$ cat config.mk
export PLATFORM = sky130hd
export DESIGN_NAME = dualrole_irq_status
export DESIGN_NICKNAME = d
export VERILOG_FILES = /design/src/rtl/dri_pkg.sv /design/src/rtl/dri_latch_bank.sv /design/src/rtl/dri_level_track.sv /design/src/rtl/dri_mode_guard.sv /design/src/rtl/dualrole_irq_status.sv
export SDC_FILE = /design/constraint.sdc
export NUM_CORES = 1
export LEC_CHECK = 0
export BUFFER_PORTS_ARGS = -buffer_cell sky130_fd_sc_hd__buf_2
export CAP_MARGIN = 20
export CORE_AREA = 2 2 84 86
export CTS_BUF_LIST = sky130_fd_sc_hd__clkbuf_8
export CTS_CLUSTER_DIAMETER = 120
export DETAILED_ROUTE_END_ITERATION = 10
export DIE_AREA = 0 0 86 88
export PLACE_DENSITY = 0.66
export SYNTH_ARGS = -nofsm -noshare
export SYNTH_HDL_FRONTEND = slang
export SYNTH_SLANG_ARGS = --single-unit
$ cat constraint.sdc
create_clock -name clk -period 3.7 [get_ports clk]
set_input_delay 0.74 -clock clk [delete_from_list [all_inputs] [get_ports clk]]
set_output_delay 0.74 -clock clk [all_outputs]
set_load 0.01 [all_outputs]
$ cat src/rtl/dri_pkg.sv
package dri_pkg;
   localparam int SW = 32;

   localparam logic [SW-1:0] HOST_ONLY = (32'h1 << 29) | (32'h1 << 26) | (32'h1 << 25) | (32'h1 << 24);
   localparam logic [SW-1:0] DEV_ONLY  = (32'h1 << 23) | (32'h1 << 22) | (32'h1 << 20) | (32'h1 << 19)
                                       | (32'h1 << 18) | (32'h1 << 17) | (32'h1 << 14) | (32'h1 << 13)
                                       | (32'h1 << 12) | (32'h1 << 11) | (32'h1 << 10) | (32'h1 << 7)
                                       | (32'h1 << 6);
   localparam logic [SW-1:0] RSV_BITS  = (32'h1 << 27) | (32'h1 << 16) | (32'h1 << 15) | (32'h1 << 9)
                                       | (32'h1 << 8) | (32'h1 << 5);
   // latched event positions (write-one-to-clear)
   localparam logic [SW-1:0] LATCH_BITS = (32'h1 << 31) | (32'h1 << 30) | (32'h1 << 29) | (32'h1 << 28)
                                        | (32'h1 << 23) | (32'h1 << 22) | (32'h1 << 21) | (32'h1 << 20)
                                        | (32'h1 << 17) | (32'h1 << 14) | (32'h1 << 13) | (32'h1 << 12)
                                        | (32'h1 << 11) | (32'h1 << 10) | (32'h1 << 3)  | (32'h1 << 1);
   localparam logic [SW-1:0] LATCH_RST  = (32'h1 << 28);
   localparam logic [SW-1:0] FRAME_GATED = (32'h1 << 21) | (32'h1 << 20);

   localparam int B_MISMATCH = 1;
   localparam int B_OTG      = 2;
   localparam int B_RXLVL    = 4;
   localparam int B_INNAK    = 6;
   localparam int B_OUTNAK   = 7;
   localparam int B_IEP      = 18;
   localparam int B_OEP      = 19;
   localparam int B_PORT     = 24;
   localparam int B_HCH      = 25;
   localparam int B_PTXE     = 26;
endpackage

$ cat src/rtl/dri_latch_bank.sv
module dri_latch_bank
   import dri_pkg::*;
#(
   parameter logic [SW-1:0] KEEP_MASK = LATCH_BITS,
   parameter logic [SW-1:0] RST_VAL   = LATCH_RST
) (
   input  logic          clk,
   input  logic          rst_n,
   input  logic [SW-1:0] set_i,
   input  logic [SW-1:0] clr_i,
   output logic [SW-1:0] q_o
);
   if ((RST_VAL & ~KEEP_MASK) != '0) begin : g_bad_rst
      $error("reset value outside kept bits");
   end

   always_ff @(posedge clk or negedge rst_n) begin
      if (!rst_n) q_o <= RST_VAL;
      else        q_o <= ((q_o & ~clr_i) | set_i) & KEEP_MASK;
   end

   for (genvar i = 0; i < SW; i++) begin : g_chk
      if (KEEP_MASK[i]) begin : g_kept
         // a latched flag holds until a one is written to it
         a_r3_hold: assert property (@(posedge clk) disable iff (!rst_n)
            (q_o[i] && !clr_i[i]) |=> q_o[i]);
         // a set in the same cycle as a clear leaves the flag set
         a_r4_set_wins: assert property (@(posedge clk) disable iff (!rst_n)
            set_i[i] |=> q_o[i]);
      end
   end
endmodule

$ cat src/rtl/dri_level_track.sv
module dri_level_track #(
   parameter int PTX_DEPTH = 1024,
   parameter int PQ_W      = 4,
   parameter int FREE_W    = $clog2(PTX_DEPTH + 1)
) (
   input  logic              clk,
   input  logic              rst_n,
   input  logic              rx_nonempty_i,
   input  logic [FREE_W-1:0] ptx_free_i,
   input  logic              ptx_full_sel_i,
   input  logic [PQ_W-1:0]   pq_space_i,
   input  logic              nak_out_set_i,
   input  logic              nak_out_clr_i,
   input  logic              nak_in_set_i,
   input  logic              nak_in_clr_i,
   output logic              rx_lvl_o,
   output logic              ptx_empty_o,
   output logic              nak_out_o,
   output logic              nak_in_o
);
   localparam int HALF = PTX_DEPTH / 2;
   localparam logic [FREE_W-1:0] HALF_W = FREE_W'(HALF);
   localparam logic [FREE_W-1:0] FULL_W = FREE_W'(PTX_DEPTH);

   if (PTX_DEPTH < 2) begin : g_bad_depth
      $error("PTX_DEPTH must be at least 2");
   end
   if (PQ_W < 1) begin : g_bad_pq
      $error("PQ_W must be positive");
   end

   logic half_ok;
   // a power-of-two depth lets the half test use the upper bits only
   if ((PTX_DEPTH & (PTX_DEPTH - 1)) == 0) begin : g_half_pow2
      assign half_ok = (ptx_free_i >> $clog2(HALF)) != '0;
   end else begin : g_half_cmp
      assign half_ok = ptx_free_i >= HALF_W;
   end

   logic room_ok;
   assign room_ok = (ptx_full_sel_i ? (ptx_free_i == FULL_W) : half_ok) && (pq_space_i != '0);

   always_ff @(posedge clk or negedge rst_n) begin
      if (!rst_n) begin
         rx_lvl_o    <= 1'b0;
         ptx_empty_o <= 1'b1;
         nak_out_o   <= 1'b0;
         nak_in_o    <= 1'b0;
      end else begin
         rx_lvl_o    <= rx_nonempty_i;
         ptx_empty_o <= room_ok;
         nak_out_o   <= nak_out_set_i | (nak_out_o & ~nak_out_clr_i);
         nak_in_o    <= nak_in_set_i  | (nak_in_o  & ~nak_in_clr_i);
      end
   end

   // the receive level flag tracks the FIFO one cycle late
   a_r7_rx_follow: assert property (@(posedge clk) disable iff (!rst_n)
      rx_nonempty_i |=> rx_lvl_o);
   // an effective NAK flag persists until its clear input
   a_r11_nak_hold: assert property (@(posedge clk) disable iff (!rst_n)
      (nak_out_o && !nak_out_clr_i) |=> nak_out_o);
endmodule

$ cat src/rtl/dri_mode_guard.sv
module dri_mode_guard #(
   parameter int AW      = 10,
   parameter int STS_ADDR = 5,
   parameter int HOST_LO = 256,
   parameter int HOST_HI = 383,
   parameter int DEV_LO  = 512,
   parameter int DEV_HI  = 767
) (
   input  logic          host_mode_i,
   input  logic          sel_i,
   input  logic [AW-1:0] addr_i,
   output logic          mismatch_o
);
   if (HOST_LO > HOST_HI || DEV_LO > DEV_HI) begin : g_bad_win
      $error("empty address window");
   end
   if (!(HOST_HI < DEV_LO || DEV_HI < HOST_LO)) begin : g_overlap
      $error("host and device windows overlap");
   end
   if ((STS_ADDR >= HOST_LO && STS_ADDR <= HOST_HI) || (STS_ADDR >= DEV_LO && STS_ADDR <= DEV_HI)) begin : g_sts_in
      $error("status address inside a role window");
   end
   if (DEV_HI >= (1 << AW) || HOST_HI >= (1 << AW)) begin : g_aw
      $error("window beyond address width");
   end

   localparam logic [AW-1:0] H_LO = AW'(HOST_LO);
   localparam logic [AW-1:0] H_HI = AW'(HOST_HI);
   localparam logic [AW-1:0] D_LO = AW'(DEV_LO);
   localparam logic [AW-1:0] D_HI = AW'(DEV_HI);

   logic in_host, in_dev;
   assign in_host = (addr_i >= H_LO) && (addr_i <= H_HI);
   assign in_dev  = (addr_i >= D_LO) && (addr_i <= D_HI);
   assign mismatch_o = sel_i && (host_mode_i ? in_dev : in_host);
endmodule

$ cat src/rtl/dualrole_irq_status.sv
module dualrole_irq_status
   import dri_pkg::*;
#(
   parameter int AW        = 10,
   parameter int STS_ADDR  = 5,
   parameter int HOST_LO   = 256,
   parameter int HOST_HI   = 383,
   parameter int DEV_LO    = 512,
   parameter int DEV_HI    = 767,
   parameter int NCH       = 16,
   parameter int NEP       = 16,
   parameter int PTX_DEPTH = 1024,
   parameter int PQ_W      = 4,
   parameter int FREE_W    = $clog2(PTX_DEPTH + 1)
) (
   input  logic              clk,
   input  logic              rst_n,
   input  logic              host_mode_i,
   input  logic              bus_sel_i,
   input  logic              bus_wr_i,
   input  logic [AW-1:0]     bus_addr_i,
   input  logic [SW-1:0]     bus_wdata_i,
   output logic [SW-1:0]     bus_rdata_o,
   input  logic [SW-1:0]     evt_i,
   input  logic              eopf_i,
   input  logic              rx_nonempty_i,
   input  logic [FREE_W-1:0] ptx_free_i,
   input  logic              ptx_full_sel_i,
   input  logic [PQ_W-1:0]   pq_space_i,
   input  logic [NCH-1:0]    hch_src_i,
   input  logic              port_src_i,
   input  logic [NEP-1:0]    iep_src_i,
   input  logic [NEP-1:0]    oep_src_i,
   input  logic              otg_src_i,
   input  logic              nak_out_set_i,
   input  logic              nak_out_clr_i,
   input  logic              nak_in_set_i,
   input  logic              nak_in_clr_i,
   input  logic [SW-1:0]     irq_mask_i,
   output logic              irq_o
);
   localparam logic [AW-1:0] STS_A = AW'(STS_ADDR);

   if (NCH < 1 || NEP < 1) begin : g_bad_src
      $error("source vectors must be non-empty");
   end

   logic sts_hit, wr_hit, rd_hit, mismatch;
   assign sts_hit = bus_sel_i && (bus_addr_i == STS_A);
   assign wr_hit  = sts_hit && bus_wr_i;
   assign rd_hit  = sts_hit && !bus_wr_i;

   dri_mode_guard #(
      .AW(AW), .STS_ADDR(STS_ADDR), .HOST_LO(HOST_LO), .HOST_HI(HOST_HI),
      .DEV_LO(DEV_LO), .DEV_HI(DEV_HI)
   ) u_guard (
      .host_mode_i (host_mode_i),
      .sel_i       (bus_sel_i),
      .addr_i      (bus_addr_i),
      .mismatch_o  (mismatch)
   );

   logic [SW-1:0] frame_ok, latch_set, latch_clr, latch_q;
   assign frame_ok  = eopf_i ? '1 : ~FRAME_GATED;
   assign latch_set = (evt_i & frame_ok & ~(SW'(1) << B_MISMATCH)) | (SW'(mismatch) << B_MISMATCH);
   assign latch_clr = wr_hit ? bus_wdata_i : '0;

   dri_latch_bank #(.KEEP_MASK(LATCH_BITS), .RST_VAL(LATCH_RST)) u_latch (
      .clk   (clk),
      .rst_n (rst_n),
      .set_i (latch_set),
      .clr_i (latch_clr),
      .q_o   (latch_q)
   );

   logic rx_lvl, ptx_empty, nak_out, nak_in;
   dri_level_track #(.PTX_DEPTH(PTX_DEPTH), .PQ_W(PQ_W), .FREE_W(FREE_W)) u_level (
      .clk            (clk),
      .rst_n          (rst_n),
      .rx_nonempty_i  (rx_nonempty_i),
      .ptx_free_i     (ptx_free_i),
      .ptx_full_sel_i (ptx_full_sel_i),
      .pq_space_i     (pq_space_i),
      .nak_out_set_i  (nak_out_set_i),
      .nak_out_clr_i  (nak_out_clr_i),
      .nak_in_set_i   (nak_in_set_i),
      .nak_in_clr_i   (nak_in_clr_i),
      .rx_lvl_o       (rx_lvl),
      .ptx_empty_o    (ptx_empty),
      .nak_out_o      (nak_out),
      .nak_in_o       (nak_in)
   );

   logic [SW-1:0] live_bits, raw_word, role_hide, view;
   always_comb begin
      live_bits = '0;
      live_bits[0]         = host_mode_i;
      live_bits[B_OTG]     = otg_src_i;
      live_bits[B_RXLVL]   = rx_lvl;
      live_bits[B_INNAK]   = nak_in;
      live_bits[B_OUTNAK]  = nak_out;
      live_bits[B_IEP]     = |iep_src_i;
      live_bits[B_OEP]     = |oep_src_i;
      live_bits[B_PORT]    = port_src_i;
      live_bits[B_HCH]     = |hch_src_i;
      live_bits[B_PTXE]    = ptx_empty;
   end

   assign raw_word    = latch_q | live_bits;
   assign role_hide   = host_mode_i ? DEV_ONLY : HOST_ONLY;
   assign view        = raw_word & ~role_hide & ~RSV_BITS;
   assign bus_rdata_o = rd_hit ? view : '0;
   assign irq_o       = |(view & irq_mask_i);

   // a wrong-role access shows up as the mismatch flag next cycle
   a_r9_mismatch_flag: assert property (@(posedge clk) disable iff (!rst_n)
      mismatch |=> view[B_MISMATCH]);
   // accessing the status word itself never raises the flag
   a_r9_sts_no_flag: assert property (@(posedge clk) disable iff (!rst_n)
      (sts_hit && !view[B_MISMATCH] && !evt_i[B_MISMATCH]) |=> !view[B_MISMATCH]);
endmodule

# After elaboration in Yosys (flattened, before gate mapping)

Cells that the tools add are included.

Register bits: 20
Bits of input ports: 183

Magnitude comparators: 4
Equality and inequality tests: 2
Mux-type cells: 6
Bitwise gates (word level): 15
Reductions and logical operators: 14

Operators with widths:

| operator                                                               | count |
|---|---|
| 32-bit bitwise AND                                                     | 4 |
| 32-bit two-way mux                                                     | 2 |
| 16-bit OR reduction                                                    | 3 |
| 30-bit NOT with 32-bit output                                          | 1 |
| 32-bit NOT                                                             | 1 |
| 32-bit by 2-bit bitwise OR with 32-bit output                          | 1 |
| 32-bit by 27-bit bitwise OR with 32-bit output                         | 1 |
| 32-bit bitwise OR                                                      | 1 |
| 32-bit OR reduction                                                    | 1 |
| 30-bit two-way mux                                                     | 1 |
| 22-bit two-way mux                                                     | 1 |
| 11-bit == test, second input constant                                  | 1 |
| 11-bit nonzero test                                                    | 1 |
| 10-bit by 3-bit == test with 1-bit output, second input constant       | 1 |
| 10-bit >= comparator, second input constant                            | 1 |
| 10-bit by 9-bit >= comparator with 1-bit output, second input constant | 1 |
| 10-bit <= comparator, second input constant                            | 1 |
| 10-bit by 9-bit <= comparator with 1-bit output, second input constant | 1 |
| 1-bit logical AND                                                      | 7 |
| 4-bit nonzero test                                                     | 1 |
| 1-bit bitwise AND                                                      | 2 |
| 1-bit two-way mux                                                      | 2 |
| 1-bit NOT                                                              | 2 |
| 1-bit bitwise OR                                                       | 2 |
| 1-bit zero test                                                        | 1 |

# Depth between registers and ports, before layout

Depth after elaboration: 7
Mapped depth: 5

# Modules after synthesis

A second synthesis with hierarchy kept.

Cells, all modules: 213
Area, all modules: 1727.9 µm²

By module, submodules not included:

| module              | times used | cells an instance | area an instance (µm²) | sequential area each (µm²) |
|---|---|---|---|---|
| dualrole_irq_status | 1          | 130               | 834.6                  | 0.0 |
| dri_latch_bank      | 1          | 65                | 705.7                  | 401.6 |
| dri_level_track     | 1          | 15                | 162.7                  | 101.3 |
| dri_mode_guard      | 1          | 3                 | 25.0                   | 0.0 |

# Worst setup path after synthesis

No wires, ideal clock.

Kind: input to output
From: input port bus_addr_i[4]
To: output port bus_rdata_o[25]
Arrival: 2.057 ns
Required time: 2.960 ns
Slack: 0.903 ns
Stages on the path: 4
Buffers on the path: 0
Cells stage by stage: or4_4 > nor4_4 > and2_1 > nor2b_1

Cells in the longest elaborated chain, start to end: 4

RTL lines:

| element                                   | RTL line                   | RTL |
|---|---|---|
| start, declared                           | dualrole_irq_status.sv:21  | `input logic [AW-1:0] bus_addr_i,` |
| 10-bit by 3-bit == test with 1-bit output | dualrole_irq_status.sv:49  | `assign sts_hit = bus_sel_i && (bus_addr_i == STS_A);` |
| 1-bit logical AND                         | dualrole_irq_status.sv:49  |  |
| 1-bit logical AND                         | dualrole_irq_status.sv:51  | `assign rd_hit = sts_hit && !bus_wr_i;` |
| 32-bit two-way mux                        | dualrole_irq_status.sv:112 | `assign bus_rdata_o = rd_hit ? view : '0;` |
| end, declared                             | dualrole_irq_status.sv:23  | `output logic [SW-1:0] bus_rdata_o,` |

No other way between the ends.

# Worst setup path in the final report

Ends and elaborated chain as after synthesis.

==> flow_summary.toml <==
[power_and_ir_drop]
p_leak_nw = 1.25
vdd_ir_drop_max_mv = 0.101
power.density_mw_per_mm2 = 210

[place]
dp.cells = 396
numPortBuffers = 170
hpwl_mm = 4.65
routabilityCongestion = 0.748

[cells_and_area]
n_antenna_cell = 0
areaGrowthSynthToFinish_pct = 72.0
drive_gt1_share_pct = 56.7
fill_cells = 740
stdcell_count = 399
final_nets = 504

[critical_path]
reg2reg_from = "u_latch.q_o[20]"
crit_path_start_kind = "input pin"
criticalPathCategory = "in2out"
crit_fanout = 15
worst_r2r_endpoint = "u_latch.q_o[20]"
cp_num_cells = 7
cpMaxStageDelayCell = "or4_4"
r2r_setup_slack_ps = 2960
cp_cell_sequence = "buf_2, or4_4, nor4_4, buf_4, and2_1, nor2b_1, buf_2"
crit_path_end = "bus_rdata_o[25]"
crit_required_ps = 2960
cp-end-kind = "primary output"
cp_common_cell = "buf_2"
path_buf_inv = 3
rr_worst_depth = 1
path_delay_family = "simple AND/OR/NAND/NOR gates"
slowest_delay_ps = 560
critPathArrivalTime_ps = 2310
cp-startpoint = "bus_addr_i[4]"

[floorplan]
die_h_um = 88
rows = 30
coreArea_mm2 = 0.00664
die_area_mm2 = 0.00757
dieWidth_um = 86
initial_core_util_pct = 20.0
pin_count = 216

[route]
drc = 0
drt_iter0_markers = 30
wl_per_cell_um = 13.8
viasPerCell = 4.57
wirelength_mm = 5.49
dr.pass1.iters = 4
ant_nets = 0
vias = 1823

[status]
outcome = "finished clean"

[grt]
grt_overflow_total = 0
grt_max_degree = 21
grt_pass1_wl_mm = 7.80
antenna_found_initial = 0
grt_use_total_pct = 13.4
grt_pass1_vias = 1725

[clocking]
cts-hold-fix-buffers = 0
htree_num_levels = 1
clock_path_buffers = 2
clk_pin_slew_worst_paths_ps = 80
clk_latency_ps = 260
cts_tree = "built"
post_cts_resized = 0
cts.sinks = 20
postCtsSetupBuffers = 0
cts_buffers = 3
clockRootBuffer = "clkbuf_8"

[timing]
fin_crit_ps = 3050
rsz0062_at_grt = "no"
worst_pin_slew_ps = 930
setup_viol = 0
skew_ps = 0
tns_ps = 0
maxSlewViolCount = 0
hold_viol = 0
fin_crit_sh_pct = 82.3
timing.fmax_ghz = 0.328
relSlewSlack_pct = 37.5

[synth]
synth_top_family_by_area = "simple AND/OR/NAND/NOR gates"
syn_area_mm2 = 0.00133
synth_mux_area_share_pct = 0
synthSimpleGateAreaFrac_pct = 35.8
synth_xor_area_share_pct = 0
synth_area_per_cell_um2 = 8.84
ys_warn_count = 0
ys_types = 30
synth_compound_area_share_pct = 19.5
ys_ff_latch = 20
synth_seq_area_share_pct = 37.9
synthAdderAreaFrac_pct = 0
syn_inst = 150

[flow_run]
max_cap_violations = 0

[worst_hold_path]
hold_class = "in2async"
==> where the power goes <==
| group | switching [mW] | internal [mW] |
|---|---|---|
| logic | 0.0448 | 0.0631 |
| clock network | 0.0745 | 0.0725 |
| registers | 0.00176 | 0.222 |
==> final cells by class <==
class | instances | area, µm² | share of cell area [%]
Multi-Input combinational cell | 120 | 756 | 33.1
Inverter | 4 | 15.0 | 0.658
Sequential cell | 20 | 503 | 22.1
Tap cell | 80 | 100 | 4.39
Timing Repair Buffer | 172 | 866 | 38.0
Clock buffer | 3 | 41.3 | 1.81
==> logic make-up after synthesis <==
group,count (synthesis)
simple gates,79
flops,20
other cells,1
compound gates,35
buf+inv,15
==> synthesized netlist by cell type (all sizes together) <==
cell,n,area [µm²]
a22o,3,26.3
a32oi,1,8.76
and3,16,100
o21ai,3,15.0
dfstp,2,52.6
and2,9,56.3
clkbuf,4,15.0
or4,2,18.8
dfrtp,18,450
a21o,15,113
nand2,20,75.1
conb,1,3.75
buf,7,56.3
nand3,5,25.0
or3,1,7.51
and4,1,8.76
nor2,3,11.3
nand4b,1,8.76
nor4,16,130
nand3b,1,7.51
nand4,2,12.5
nor2b,2,12.5
a22oi,9,67.6
a222oi,1,10.0
inv,4,15.0
a21oi,2,10.0
o2111ai,1,8.76
==> layout by cell type, fill, tap and decap left out, drive strengths merged, types with 2 or more instances in the layout <==
cell type  count
a21o          15
a21oi          2
a22o           3
a22oi          9
and2           9
and3          16
buf          172
clkbuf         3
conb           6
dfrtp         18
dfstp          2
inv            4
nand2         20
nand3          5
nand4          2
nor2           3
nor2b          2
nor4          16
o21ai          3
or4            2
==> per-stage QoR <==
| stage | cell area [µm²] | power [mW] | hold WS (ps) | util [%] | setup slack, ps |
|---|---|---|---|---|---|
| global route | 2280 | 0.506 | 469 | 34.3 | 529 |
| floorplan | 1350 | 0.255 | 444 | - | 903 |
| finish | 2280 | 0.479 | 428 | 34.3 | 653 |
| CTS | 2280 | 0.486 | 446 | 34.3 | 631 |
| global placement | 2240 | 0.336 | 478 | 33.7 | 633 |
| detailed placement | 2240 | 0.338 | 489 | 33.7 | 636 |
==> registers in the layout (all words and copies together), names as in the netlist <==
register	flops
u_level.nak_in_o	1
u_level.ptx_empty_o	1
u_level.rx_lvl_o	1
u_level.nak_out_o	1
u_latch.q_o	16
==> worst min-delay path by stage <==
stage | slack (ps) | endpoint | cells past startpoint | startpoint
2_1_floorplan | 440 | u_latch.q_o[10] | 0 | rst_n
3_3_place_gp | 480 | u_latch.q_o[11] | 1 | u_latch.q_o[11]
3_5_place_dp | 490 | u_latch.q_o[22] | 1 | u_latch.q_o[22]
4_1_cts | 450 | u_latch.q_o[3] | 1 | rst_n
5_1_grt | 470 | u_latch.q_o[3] | 1 | rst_n
6_report | 430 | u_latch.q_o[3] | 1 | rst_n
==> per-layer routing <==
layer | wire (µm) | part of all wire [%] | vias up | track usage [%]
met2 | 2780 | 51 | 118 | 26.3
met3 | 560 | 10 | 2 | 1.89
li1 | - | - | 888 | -
met5 | 0 | 0 | - | 0
met1 | 2120 | 39 | 815 | 15.4
met4 | 19 | 0.35 | 0 | 2.16
No activity file was read; power rests on OpenSTA's default activity.
